## src/rtl/pinbank_pkg.sv

```systemverilog
package pinbank_pkg;

  typedef enum logic [2:0] {
    OP_NONE,
    OP_LOAD,
    OP_SET,
    OP_CLR,
    OP_XOR
  } upd_op_e;

  typedef enum logic [2:0] {
    RS_ZERO,
    RS_ID,
    RS_IN,
    RS_OUT,
    RS_OE
  } rd_src_e;

  // word indices (byte offset / 4) of the mapped locations
  localparam int unsigned WIDX_ID  = 0;
  localparam int unsigned WIDX_IN  = 1;
  localparam int unsigned WIDX_OUT = 4;  // 4..7  : load, set, clear, toggle
  localparam int unsigned WIDX_OE  = 8;  // 8..11 : load, set, clear, toggle

  // alias index within a group picks the update operation
  function automatic upd_op_e alias_to_op(input logic [1:0] sel);
    case (sel)
      2'd0:    return OP_LOAD;
      2'd1:    return OP_SET;
      2'd2:    return OP_CLR;
      default: return OP_XOR;
    endcase
  endfunction

  // bitwise update rule applied by every register group
  function automatic logic [29:0] apply_op(input upd_op_e op,
                                           input logic [29:0] cur,
                                           input logic [29:0] wd);
    case (op)
      OP_LOAD: return wd;
      OP_SET:  return cur | wd;
      OP_CLR:  return cur & ~wd;
      OP_XOR:  return cur ^ wd;
      default: return cur;
    endcase
  endfunction

endpackage

```

## src/rtl/pinbank_sync.sv

```systemverilog
module pinbank_sync #(
  parameter int unsigned WIDTH  = 30,
  parameter int unsigned STAGES = 2
) (
  input  logic             clk,
  input  logic             rst_n,
  input  logic [WIDTH-1:0] d,
  output logic [WIDTH-1:0] q
);
  logic [WIDTH-1:0] stage_q [STAGES];

  generate
    for (genvar s = 0; s < STAGES; s++) begin : g_stage
      if (s == 0) begin : g_first
        always_ff @(posedge clk) begin
          if (!rst_n) stage_q[s] <= '0;
          else        stage_q[s] <= d;
        end
      end else begin : g_next
        always_ff @(posedge clk) begin
          if (!rst_n) stage_q[s] <= '0;
          else        stage_q[s] <= stage_q[s-1];
        end
      end
    end
  endgenerate

  assign q = stage_q[STAGES-1];
endmodule

```

## src/rtl/pinbank_decode.sv

```systemverilog
module pinbank_decode
  import pinbank_pkg::*;
#(
  parameter int unsigned ADDR_W = 8
) (
  input  logic [ADDR_W-1:0] addr,
  input  logic              we,
  output upd_op_e           out_op,
  output upd_op_e           oe_op,
  output rd_src_e           rd_src,
  output logic              wr_ignored,
  output logic              rd_unmapped
);
  localparam int unsigned WORD_W = ADDR_W - 2;

  logic [WORD_W-1:0] widx;
  logic              aligned;
  logic              hit_out;
  logic              hit_oe;

  assign widx    = addr[ADDR_W-1:2];
  assign aligned = (addr[1:0] == 2'b00);
  assign hit_out = aligned && (widx >= WORD_W'(WIDX_OUT)) && (widx < WORD_W'(WIDX_OUT + 4));
  assign hit_oe  = aligned && (widx >= WORD_W'(WIDX_OE))  && (widx < WORD_W'(WIDX_OE + 4));

  always_comb begin
    out_op = OP_NONE;
    oe_op  = OP_NONE;
    if (we && hit_out) out_op = alias_to_op(addr[3:2]);
    if (we && hit_oe)  oe_op  = alias_to_op(addr[3:2]);
  end

  always_comb begin
    rd_src = RS_ZERO;
    if (aligned && widx == WORD_W'(WIDX_ID))      rd_src = RS_ID;
    else if (aligned && widx == WORD_W'(WIDX_IN)) rd_src = RS_IN;
    else if (hit_out)                             rd_src = RS_OUT;
    else if (hit_oe)                              rd_src = RS_OE;
  end

  assign wr_ignored  = we && !hit_out && !hit_oe;
  assign rd_unmapped = (rd_src == RS_ZERO);
endmodule

```

## src/rtl/pinbank_reg.sv

```systemverilog
module pinbank_reg
  import pinbank_pkg::*;
#(
  parameter int unsigned WIDTH = 30
) (
  input  logic             clk,
  input  logic             rst_n,
  input  upd_op_e          op,
  input  logic [WIDTH-1:0] wd,
  output logic [WIDTH-1:0] value
);
  logic [WIDTH-1:0] value_q;
  logic [29:0]      next_full;

  assign next_full = apply_op(op, 30'(value_q), 30'(wd));

  always_ff @(posedge clk) begin
    if (!rst_n)             value_q <= '0;
    else if (op != OP_NONE) value_q <= next_full[WIDTH-1:0];
  end

  assign value = value_q;

  assert_set_R3: assert property (@(posedge clk) disable iff (!rst_n)
    (op == OP_SET) |=> (value_q == ($past(value_q) | $past(wd))));
  assert_clear_R4: assert property (@(posedge clk) disable iff (!rst_n)
    (op == OP_CLR) |=> (value_q == ($past(value_q) & ~$past(wd))));
  assert_toggle_R5: assert property (@(posedge clk) disable iff (!rst_n)
    (op == OP_XOR) |=> (value_q == ($past(value_q) ^ $past(wd))));
  assert_load_R2: assert property (@(posedge clk) disable iff (!rst_n)
    (op == OP_LOAD) |=> (value_q == $past(wd)));
  assert_hold_R6: assert property (@(posedge clk) disable iff (!rst_n)
    (op == OP_NONE) |=> $stable(value_q));
endmodule

```

## src/rtl/pinbank_regs.sv

```systemverilog
module pinbank_regs
  import pinbank_pkg::*;
#(
  parameter int unsigned PIN_COUNT   = 30,
  parameter int unsigned DATA_W      = 32,
  parameter int unsigned ADDR_W      = 8,
  parameter int unsigned SYNC_STAGES = 2
) (
  input  logic                 clk,
  input  logic                 rst_n,
  input  logic [ADDR_W-1:0]    bus_addr,
  input  logic                 bus_we,
  input  logic [DATA_W-1:0]    bus_wdata,
  input  logic                 bus_re,
  output logic [DATA_W-1:0]    bus_rdata,
  input  logic [DATA_W-1:0]    core_id,
  input  logic [PIN_COUNT-1:0] pin_in,
  output logic [PIN_COUNT-1:0] pin_out,
  output logic [PIN_COUNT-1:0] pin_oe
);
  localparam int unsigned PAD_W = DATA_W - PIN_COUNT;

  upd_op_e              out_op;
  upd_op_e              oe_op;
  rd_src_e              rd_src;
  logic                 wr_ignored;
  logic                 rd_unmapped;
  logic [PIN_COUNT-1:0] wd_pins;
  logic [PIN_COUNT-1:0] in_sync;
  logic [DATA_W-1:0]    rd_mux;

  assign wd_pins = bus_wdata[PIN_COUNT-1:0];

  pinbank_decode #(.ADDR_W(ADDR_W)) u_dec (
    .addr        (bus_addr),
    .we          (bus_we),
    .out_op      (out_op),
    .oe_op       (oe_op),
    .rd_src      (rd_src),
    .wr_ignored  (wr_ignored),
    .rd_unmapped (rd_unmapped)
  );

  pinbank_sync #(.WIDTH(PIN_COUNT), .STAGES(SYNC_STAGES)) u_sync (
    .clk   (clk),
    .rst_n (rst_n),
    .d     (pin_in),
    .q     (in_sync)
  );

  pinbank_reg #(.WIDTH(PIN_COUNT)) u_out (
    .clk (clk), .rst_n (rst_n), .op (out_op), .wd (wd_pins), .value (pin_out)
  );

  pinbank_reg #(.WIDTH(PIN_COUNT)) u_oe (
    .clk (clk), .rst_n (rst_n), .op (oe_op), .wd (wd_pins), .value (pin_oe)
  );

  always_comb begin
    case (rd_src)
      RS_ID:   rd_mux = core_id;
      RS_IN:   rd_mux = {{PAD_W{1'b0}}, in_sync};
      RS_OUT:  rd_mux = {{PAD_W{1'b0}}, pin_out};
      RS_OE:   rd_mux = {{PAD_W{1'b0}}, pin_oe};
      default: rd_mux = '0;
    endcase
  end

  always_ff @(posedge clk) begin
    if (!rst_n)      bus_rdata <= '0;
    else if (bus_re) bus_rdata <= rd_mux;
    else             bus_rdata <= '0;
  end

  assert_ignored_write_R9: assert property (@(posedge clk) disable iff (!rst_n)
    wr_ignored |=> ($stable(pin_out) && $stable(pin_oe)));
  assert_unmapped_read_R10: assert property (@(posedge clk) disable iff (!rst_n)
    (bus_re && rd_unmapped) |=> (bus_rdata == '0));
  assert_idle_read_R11: assert property (@(posedge clk) disable iff (!rst_n)
    !bus_re |=> (bus_rdata == '0));
  assert_upper_zero_R2: assert property (@(posedge clk) disable iff (!rst_n)
    (bus_re && rd_src != RS_ID) |=> (bus_rdata[DATA_W-1:PIN_COUNT] == '0));
  assert_one_group_R6: assert property (@(posedge clk) disable iff (!rst_n)
    !(out_op != OP_NONE && oe_op != OP_NONE));
endmodule

```

## config.mk

```make
export PLATFORM = sky130hd
export DESIGN_NAME = pinbank_regs
export DESIGN_NICKNAME = d
export VERILOG_FILES = /design/src/rtl/pinbank_pkg.sv /design/src/rtl/pinbank_sync.sv /design/src/rtl/pinbank_decode.sv /design/src/rtl/pinbank_reg.sv /design/src/rtl/pinbank_regs.sv
export SDC_FILE = /design/constraint.sdc
export NUM_CORES = 1
export LEC_CHECK = 0
export ABC_AREA = 1
export CORE_AREA = 2 2 146 148
export DETAILED_ROUTE_END_ITERATION = 10
export DIE_AREA = 0 0 148 150
export GPL_TIMING_DRIVEN = 1
export PLACE_DENSITY_LB_ADDON = 0.2
export REMOVE_ABC_BUFFERS = 1
export SYNTH_ARGS = -nofsm -noshare
export SYNTH_HDL_FRONTEND = slang
export SYNTH_SLANG_ARGS = --single-unit
```

## constraint.sdc

```tcl
create_clock -name clk -period 1.8 [get_ports clk]
set_input_delay 0.45 -clock clk [delete_from_list [all_inputs] [get_ports clk]]
set_output_delay 0.45 -clock clk [all_outputs]
set_load 0.02 [all_outputs]
```

Yosys cells after proc, flatten, opt, wreduce, memory -nomap -nowiden
Memory sizes are Yosys's and may differ from the RTL's.
Index checks and enable logic that the tools add are counted.
- register bits after elaboration: 92
- RAM bits: 60
- bits of input ports: 106
- memories: 1
- magnitude comparators: 4
- equality and inequality tests: 15
- mux-type cells: 14
- bitwise operators: 9
- reduce and logical (&&, ||, !) cells: 18
- memories (name ; words ; width ; rd ports ; clocked after Yosys merged registers in ; wr ports ; RTL line ; source):
    u_sync.stage_q ; 2 ; 30 ; 2 ; 0 ; 2 ; pinbank_sync.sv:10 ; logic [WIDTH-1:0] stage_q [STAGES];
- operators by type and width (cell ; count):
    30-bit one-hot mux with 4 select lines ; 2
    32-bit one-hot mux with 4 select lines ; 1
    30-bit AND ; 2
    30-bit 2-to-1 mux ; 2
    30-bit bitwise OR ; 2
    30-bit bitwise XOR ; 2
    30-bit inverter ; 1
    3-bit by 2-bit equality test with 1-bit output (second input constant) ; 6
    3-bit 2-to-1 mux ; 6
    6-bit by 4-bit < comparator with 1-bit output (second input constant) ; 2
    3-bit by 1-bit equality test with 1-bit output (second input constant) ; 3
    3-bit equality test (second input constant) ; 3
    3-bit one-hot mux with 3 select lines ; 1
    1-bit logical AND ; 8
    4-bit nonzero test ; 2
    6-bit by 1-bit equality test with 1-bit output (second input constant) ; 1
    6-bit by 3-bit greater-or-equal comparator with 1-bit output (second input constant) ; 1
    6-bit by 4-bit greater-or-equal comparator with 1-bit output (second input constant) ; 1
    6-bit zero test ; 1
    2-bit AND reduction ; 3
    3-bit nonzero test ; 2
    2-bit zero test ; 2
    2-bit by 1-bit equality test with 1-bit output (second input constant) ; 1
    2-bit equality test (second input constant) ; 1
    2 further kinds ; 4

Logic depth before layout (Yosys ltp)
Gate-level depths: netlist (run 1).
- depth after elaboration: 9
- mapped depth: 12

Hierarchy
Synthesis (run 1) repeated with hierarchy kept, for this count alone.
- cells, all modules: 1590
- area total of the unflattened synthesis: 10835.4 µm²
- modules (own cells, without submodules) (module ; instances ; cells each ; area each (µm²) ; sequential area each (µm²)):
    pinbank_reg ; 2 ; 525 ; 3311.9 ; 600.6
    pinbank_regs ; 1 ; 318 ; 2195.9 ; 640.6
    pinbank_sync ; 1 ; 187 ; 1795.5 ; 1201.2
    pinbank_decode ; 1 ; 35 ; 220.2 ; 0.0

Worst setup path after synthesis (run 1)
OpenSTA, ideal clock, no wires.
- path kind: input port to flip-flop
- start point: in bus_addr[2]
- end point: reg u_out.value_q[0], in the netlist u_out.value[0]
- data arrival time: 1783 ps
- data required time: 1685 ps
- path slack: -98 ps
- cell stages on the path: 11
- buffers on the path: 1
- cell sequence: inv_1 ha_1 nor2_4 nand2_2 nor2_4 inv_2 a21oi_2 buf_2 o21ai_0 nor2_1 nor2_1
- word-level cells in the longest chain between the ends: 8
- ends and longest elaborated chain (element ; RTL line ; source):
    start: declaration ; pinbank_regs.sv:11 ; input logic [ADDR_W-1:0] bus_addr,
    6-bit by 3-bit greater-or-equal comparator with 1-bit output ; pinbank_decode.sv:23 ; assign hit_out = aligned && (widx >= WORD_W'(WIDX_OUT)) && (widx < WORD_W'(WIDX_OUT + 4));
    1-bit logical AND (2 in a row) ; pinbank_decode.sv:23 ;
    1-bit logical AND ; pinbank_decode.sv:29 ; if (we && hit_out) out_op = alias_to_op(addr[3:2]);
    3-bit 2-to-1 mux * ; pinbank_decode.sv:29 ;
    3-bit by 1-bit equality test with 1-bit output, or another cell as far along ; pinbank_pkg.sv:39 ; case (op)
    4-bit nonzero test (no line) ; -- ;
    2-bit AND reduction (no line) ; -- ;
    end signal: assignment ; pinbank_reg.sv:19 ; else if (op != OP_NONE) value_q <= next_full[WIDTH-1:0];
    end: declaration ; pinbank_reg.sv:12 ; logic [WIDTH-1:0] value_q;
Mark *: on every way between the ends. The rest lies on a longest branch, timed or not.
A chain may end at the register's enable or synchronous reset.

Final worst setup path (run 1)
- start point: in bus_addr[2]
- end point: reg u_out.value_q[5], in the netlist u_out.value[5]
Same word-level chain as after synthesis.

==> flow_summary.yaml, run 1 <==
timing:
  slew_viol_final: 0
  fin_skew_ns: 0.00989
  finalSetupTns_ns: 0
  post-route-min-period_ns: 1.79
  worst_slew_pin_slew_ns: 0.445
  max_slew_margin: 0.704
  whs_ns: 0.410
  rsz0062_at_grt: "true"
  period_share: 0.992
  hold_viol_final: 0
  setup_violations: 0
  fmax_mhz: 560
critical_path:
  reg2reg_slack_ns: 0.41
  crit_buf_inv: 9
  cp_max_fo: 8
  crit_path_start_kind: "input port"
  reg2reg_to: "u_oe.value[20]"
  cp_common_cell: "buf_12"
  rr_startpoint: "u_oe.value[20]"
  crit_family: "buffers and inverters"
  worstRegToRegCells: 8
  crit_chain: "buf_8, inv_6, ha_4, inv_2, buf_6, nand2_4, nor2_4, buf_6, inv_2, a21oi_4, buf_12, buf_12, buf_12, o21ai_1, nor2_1, nor2_1"
  critical_path.slowest_cell: "ha_4"
  max_stage_delay_ns: 0.20
  setup.worst_path.start: "bus_addr[2]"
  critical_path_required_ns: 2.13
  timing_worst_setup_path_type: "in -> reg"
  cp.arrival_ns: 2.12
  endpoint_kind: "register"
layout:
  drive_above_1_share: 0.161
  final_nets: 1909
  instances_no_fill: 1967
  antenna_cells: 0
  fin_area_sq_mm: 0.0141
  syn_to_final_growth_pct: 48.0
logic_synthesis:
  yosys_register_bits: 152
  yosys.cell_types.count: 26
  syn-mean-instance-area_sq_um: 6.82
  ys_async_sr_fraction: 0
  netlist_area_sq_mm: 0.00953
  synthTopCellsByArea: "dfxtp_1 32%, ha_1 16%, inv_1 11%, nand2_1 8.5%, nor2_1 6.3%"
  yosysTopAreaCell: "dfxtp_1"
  synth_top_flop_cell: "dfxtp_1"
  synth_top_area_share: 0.319
  ys_warn_count: 0
  seq_area_frac_synth: 0.319
  synthCells: 1398
  synth_edf_count: 0
floorplanning:
  start_util: 0.461
  die_x_um: 148
  pin_count: 198
  die-area_sq_mm: 0.0222
  dieHeight_um: 150
  core_area_sq_mm: 0.0207
  rows: 53
routing:
  vias: 10215
  drtIter0Drc: 877
  drcViolationCount: 0
  first_pass_iters: 5
  drt-vias-per-instance: 5.19
  routed_wl_um: 33100
  wl_per_cell_um: 16.8
  postRouteAntennaNets: 0
run_status:
  status: "finished clean"
grt:
  grt-ovfl-total: 0
  grt_pass1_wl_um: 50900
  grtUsageTotal: 0.291
  grt_max_degree: 53
  grt_antenna_before_repair: 0
  grt_pass1_vias: 9797
power_and_ir_drop:
  power_leakage_nw: 7.37
  powerDensity_mw_per_mm2: 581
  ir_worst_vdd_mv: 0.599
clocking:
  clkSlewWorstSetupHoldPaths_ns: 0.07
  cts.sinks: 152
  worstSkewPairLatency_ns: 0.44
  ctsLongestPathBuffers: 2
  cts_made_buffers: 17
  root_buffer: "clkbuf_16"
  htree_levels: 4
  cts_tree: "done"
placed_design:
  gp_congestion: 0.846
  placed_cell_area_sq_mm: 0.0124
  dp.cells: 1884
  hpwl_um: 19700
  numPortBuffers: 195
worst_hold_path:
  whs_path_depth: 3
  hp-start: "rst_n"
  hold_path_class: "in -> reg"
  whs_endpoint: "u_oe.value[0]"
job:
  maxCapViolations: 0
[power by group]
| group | total (W) | switching [W] | internal, W |
|---|---|---|---|
| clock network | 0.00375 | 0.00156 | 0.00219 |
| logic | 0.000986 | 0.000513 | 0.000474 |
| registers | 0.00345 | 0.0000218 | 0.00343 |
[cells in the final DEF (no fill, tap or decap), types with 2 or more instances in the layout]
cell and n:
buf_6 17, clkbuf_16 19, dfxtp_1 152, nor2_1 151, buf_4 85, nand2_4 3, clkinvlp_4 2, dlygate4sd2_1 76
clkinv_2 3, clkbuf_2 4, bufinv_16 3, buf_16 11, o22ai_1 30, nand2_2 6, ha_1 121, ha_4 2
inv_6 4, nor2_2 7, a21oi_1 55, dlymetal6s2s_1 17, inv_1 282, buf_8 4, nand3_1 93, clkinv_4 5
clkdlybuf4s50_1 95, o21ai_2 16, nand4_1 61, inv_2 9, o21ai_0 47, nand2_1 211, a21oi_2 19, o21ai_1 26
buf_12 28, nor2_4 12, nand3_2 6
[flip-flops by register name, indices dropped and copies added (netlist names)]
register        count
bus_rdata          32
u_oe.value         30
u_out.value        30
u_sync.stage_q     60
[per-stage QoR]
stage          setup slack [ns]  power [W]  utilization
6_report                 0.0136    0.00819        0.681
5_1_grt                 -0.0657    0.00845        0.681
4_1_cts                -0.00715    0.00816        0.668
3_5_place_dp             -0.828    0.00441        0.600
3_3_place_gp             -0.764    0.00439        0.600
2_1_floorplan             -1.63    0.00386            -
[cell usage after synthesis (7+ instances only)]
| cell type | n |
|---|---|
| a21oi_1 | 74 |
| buf_2 | 23 |
| buf_4 | 7 |
| clkbuf_1 | 44 |
| dfxtp_1 | 152 |
| ha_1 | 124 |
| inv_1 | 290 |
| nand2_1 | 216 |
| nand3_1 | 99 |
| nand4_1 | 61 |
| nor2_1 | 161 |
| o21ai_0 | 66 |
| o21ai_1 | 23 |
| o22ai_1 | 30 |
[worst max-delay path by stage]
| stage | to | slack, ns | cells after the start |
|---|---|---|---|
| detailed placement | u_out.value[12] | -0.83 | 11 |
| finish | u_out.value[5] | 0.01 | 16 |
| CTS | u_out.value[8] | -0.007 | 17 |
| global route | u_oe.value[6] | -0.07 | 16 |
| global placement | u_out.value[4] | -0.76 | 13 |
| floorplan | u_oe.value[0] | -1.63 | 9 |
[worst register-to-register path, cell delays in order (launching register included)]
cell     delay [ns]
dfxtp_1        0.44
inv_1          0.10
ha_1           0.28
inv_1          0.04
nor2_2         0.14
nor2_4         0.04
nand3_2        0.05
nand2_2        0.06
a21oi_2        0.16
[per-layer routing]
metal	up-vias	global-route usage	wire length, um
met5	-	0	0
met4	0	0.130	1170
met3	96	0.0674	3200
met2	464	0.465	15200
met1	4720	0.376	13500
li1	4935	-	-
[final cells by class]
| class | instances | area [sq um] |
|---|---|---|
| Clock inverter | 14 | 174 |
| Sequential cell | 152 | 3040 |
| Fill cell | 1729 | 6590 |
| Tap cell | 275 | 344 |
| Inverter | 296 | 1130 |
| Clock buffer | 18 | 429 |
| Timing Repair Buffer | 339 | 3650 |
| Multi-Input combinational cell | 873 | 5330 |
[timing repair]
action / in CTS / in global routing
hold buffers: 0 / 0
setup buffers: 33 / 8
pin swaps: 25 / 40
gates resized for setup: 174 / 88
setup endpoints to repair: 164 / 77
gates cloned: 13 / 2
[logic make-up after synthesis]
group           count (synthesis)  share of synthesized area
flops                         152                      0.319
simple gates                  552                      0.256
compound gates                196                      0.108
buf+inv                       374                      0.154
fa+ha+maj                     124                      0.163
Power figures use the tool's default switching activity.
==> run 2, diff against run 1 <==
- CORE_AREA: 2 2 146 148 -> 2 2 139 141
- DIE_AREA: 0 0 148 150 -> 0 0 141 143
- clock period: 1.8 -> 2 ns (I/O delays scaled with it)
==> flow_summary.yaml, run 2 (synthesis results as in run 1) <==
run_status:
  status: "finished, violations left"
  violations: "setup timing"
routing:
  drtIter0Drc: 933
  first_pass_iters: 5
  vias: 9962
  drcViolationCount: 0
  wl_per_cell_um: 16.7
  drt-vias-per-instance: 5.31
  postRouteAntennaNets: 0
  routed_wl_um: 31300
worst_hold_path:
  whs_path_depth: 2
  hold_path_class: "reg -> reg"
grt:
  grtUsageMet1: 0.382
  grt_pass1_vias: 9337
  grt-ovfl-total: 0
  grtUsageTotal: 0.298
  met3_usage: 0.0553
  grt.busiest_layer: "met2"
  grt_antenna_before_repair: 0
  grt_pass1_wl_um: 47600
  use_met2: 0.503
  grt_max_degree: 51
timing:
  hold_viol_final: 0
  setup_violations: 2
  fin_skew_ns: 0.00672
  fin_ws_ns: -0.0285
  period_share: 1.01
  slew_viol_final: 0
  fmax_mhz: 493
  finalSetupTns_ns: -0.0288
  post-route-min-period_ns: 2.03
  max_slew_margin: 0.756
  worst_slew_pin_slew_ns: 0.367
clocking:
  root_buffer: "clkbuf_16"
  htree_levels: 4
  clkSlewWorstSetupHoldPaths_ns: 0.07
  cts_tree: "done"
  cts_made_buffers: 17
  ctsLongestPathBuffers: 2
  worstSkewPairLatency_ns: 0.43
  cts.sinks: 152
  cts_hold_buf: 0
critical_path:
  crit_chain: "clkdlybuf4s50_1, inv_2, nor2_2, nand3_4, nor2_4, o21ai_4, buf_6, bufbuf_16, nor2_1, nand3_1, nand2_1, a21oi_1"
  worstRegToRegCells: 8
  timing_worst_setup_path_type: "in -> reg"
  crit_cells: 12
  critical_path_required_ns: 2.30
  crit_path_start_kind: "input port"
  crit_family: "buffers and inverters"
  max_stage_delay_ns: 0.47
  cp.arrival_ns: 2.33
  critical_path.slowest_cell: "clkdlybuf4s50_1"
  crit_buf_inv: 4
  endpoint_kind: "register"
  cp_max_fo: 5
placed_design:
  pre_cts_slack_ns: -0.519
  numPortBuffers: 195
  hpwl_um: 19400
  gp_congestion: 0.835
floorplanning:
  die_x_um: 141
  dieHeight_um: 143
  core_area_sq_mm: 0.0186
  start_util: 0.513
  rows: 50
  pin_count: 198
  die-area_sq_mm: 0.0202
power_and_ir_drop:
  powerDensity_mw_per_mm2: 525
  sequentialPowerShare: 0.436
  switching_power_w: 0.00189
  ir_worst_vdd_mv: 0.644
  power_leakage_nw: 6.89
  netSwitchingFraction: 0.265
  intPower_w: 0.00524
  combPwrFrac: 0.113
  clkPwrFrac: 0.451
layout:
  antenna_cells: 0
  largest-register: "u_sync.stage_q"
  num-fill-cells: 1441
  top_regs: "u_sync.stage_q (60), bus_rdata (32)"
  final_nets: 1860
  syn_to_final_growth_pct: 42.4
  mostFrequentLayoutCells: "284 x inv_1, 211 x nand2_1, 156 x clkdlybuf4s50_1"
  final_common_cell: "inv_1"
  drive_above_1_share: 0.121
  largest_register_ffs: 60
  final_util: 0.730
job:
  maxCapViolations: 0
[run 2: cell types whose count changed in the layout (fill, tap and decap cells not counted), moves of 7 or more]
cell	previous run	this run
a21oi_1	55	62
a21oi_2	19	11
dlymetal6s2s_1	17	31
buf_6	17	6
o21ai_2	16	0
clkdlybuf4s50_1	95	156
o21ai_0	47	66
dlygate4sd2_1	76	5
buf_4	85	56
[run 2: metrics by stage]
stage / hold slack (ns) / cell area (sq um) / cells / total power [W]
global route: 0.427 / 13600 / 1877 / 0.00737
floorplan: 0.390 / 9170 / 1320 / 0.00347
global placement: 0.391 / 12200 / 1813 / 0.00390
finish: 0.411 / 13600 / 1877 / 0.00712
detailed placement: 0.399 / 12200 / 1813 / 0.00391
CTS: 0.410 / 13200 / 1871 / 0.00711
[run 2: worst paths after layout]
| check | start | endpoint | slack (ns) |
|---|---|---|---|
| max reg2reg | u_oe.value[14] | u_oe.value[14] | 0.63 |
| min | u_sync.stage_q[0][24] | u_sync.stage_q[1][24] | 0.41 |
| min reg2reg | u_sync.stage_q[0][24] | u_sync.stage_q[1][24] | 0.41 |
| max | bus_addr[5] | u_oe.value[5] | -0.03 |
[run 2: cell type report]
| cell class | count | area, sq um | area share |
|---|---|---|---|
| multi-input combinational | 872 | 5270 | 0.389 |
| timing repair buffer | 291 | 3270 | 0.241 |
| sequential | 152 | 3040 | 0.224 |
| inverter | 296 | 1110 | 0.0819 |
| clock buffer | 18 | 439 | 0.0324 |
| tap | 234 | 293 | 0.0216 |
| clock inverter | 14 | 141 | 0.0104 |
[run 2: layer usage]
metal  routed length (um)  vias to the layer above
met5                    0                        -
met4                  893                        0
met3                 2550                       74
met2                14900                      455
met1                13000                     4591
li1                     -                     4842
[run 2: what timing repair did]
| item | 4_1_cts | 5_1_grt |
|---|---|---|
| buffers inserted | 17 | 6 |
| pin swaps | 8 | 18 |
| gates cloned | 9 | 2 |
| gates resized for setup | 33 | 83 |
| endpoints found under the setup margin | 67 | 87 |
[run 2: power by group through the flow]
stage	combinational, W	sequential, W	clock (W)
6_report	0.000806	0.00311	0.00321
4_1_cts	0.000764	0.00311	0.00324
3_5_place_dp	0.000735	0.00318	0
3_3_place_gp	0.000721	0.00317	0
2_1_floorplan	0.000297	0.00318	0
5_1_grt	0.000880	0.00311	0.00338
[run 2: worst register-to-register path, cell delays in order (launching register included)]
cell     delay (ns)
dfxtp_1        0.37
inv_1          0.08
ha_1           0.28
inv_1          0.05
nor2_1         0.22
nor2_4         0.07
nand3_2        0.08
nand2_2        0.05
a21oi_1        0.11
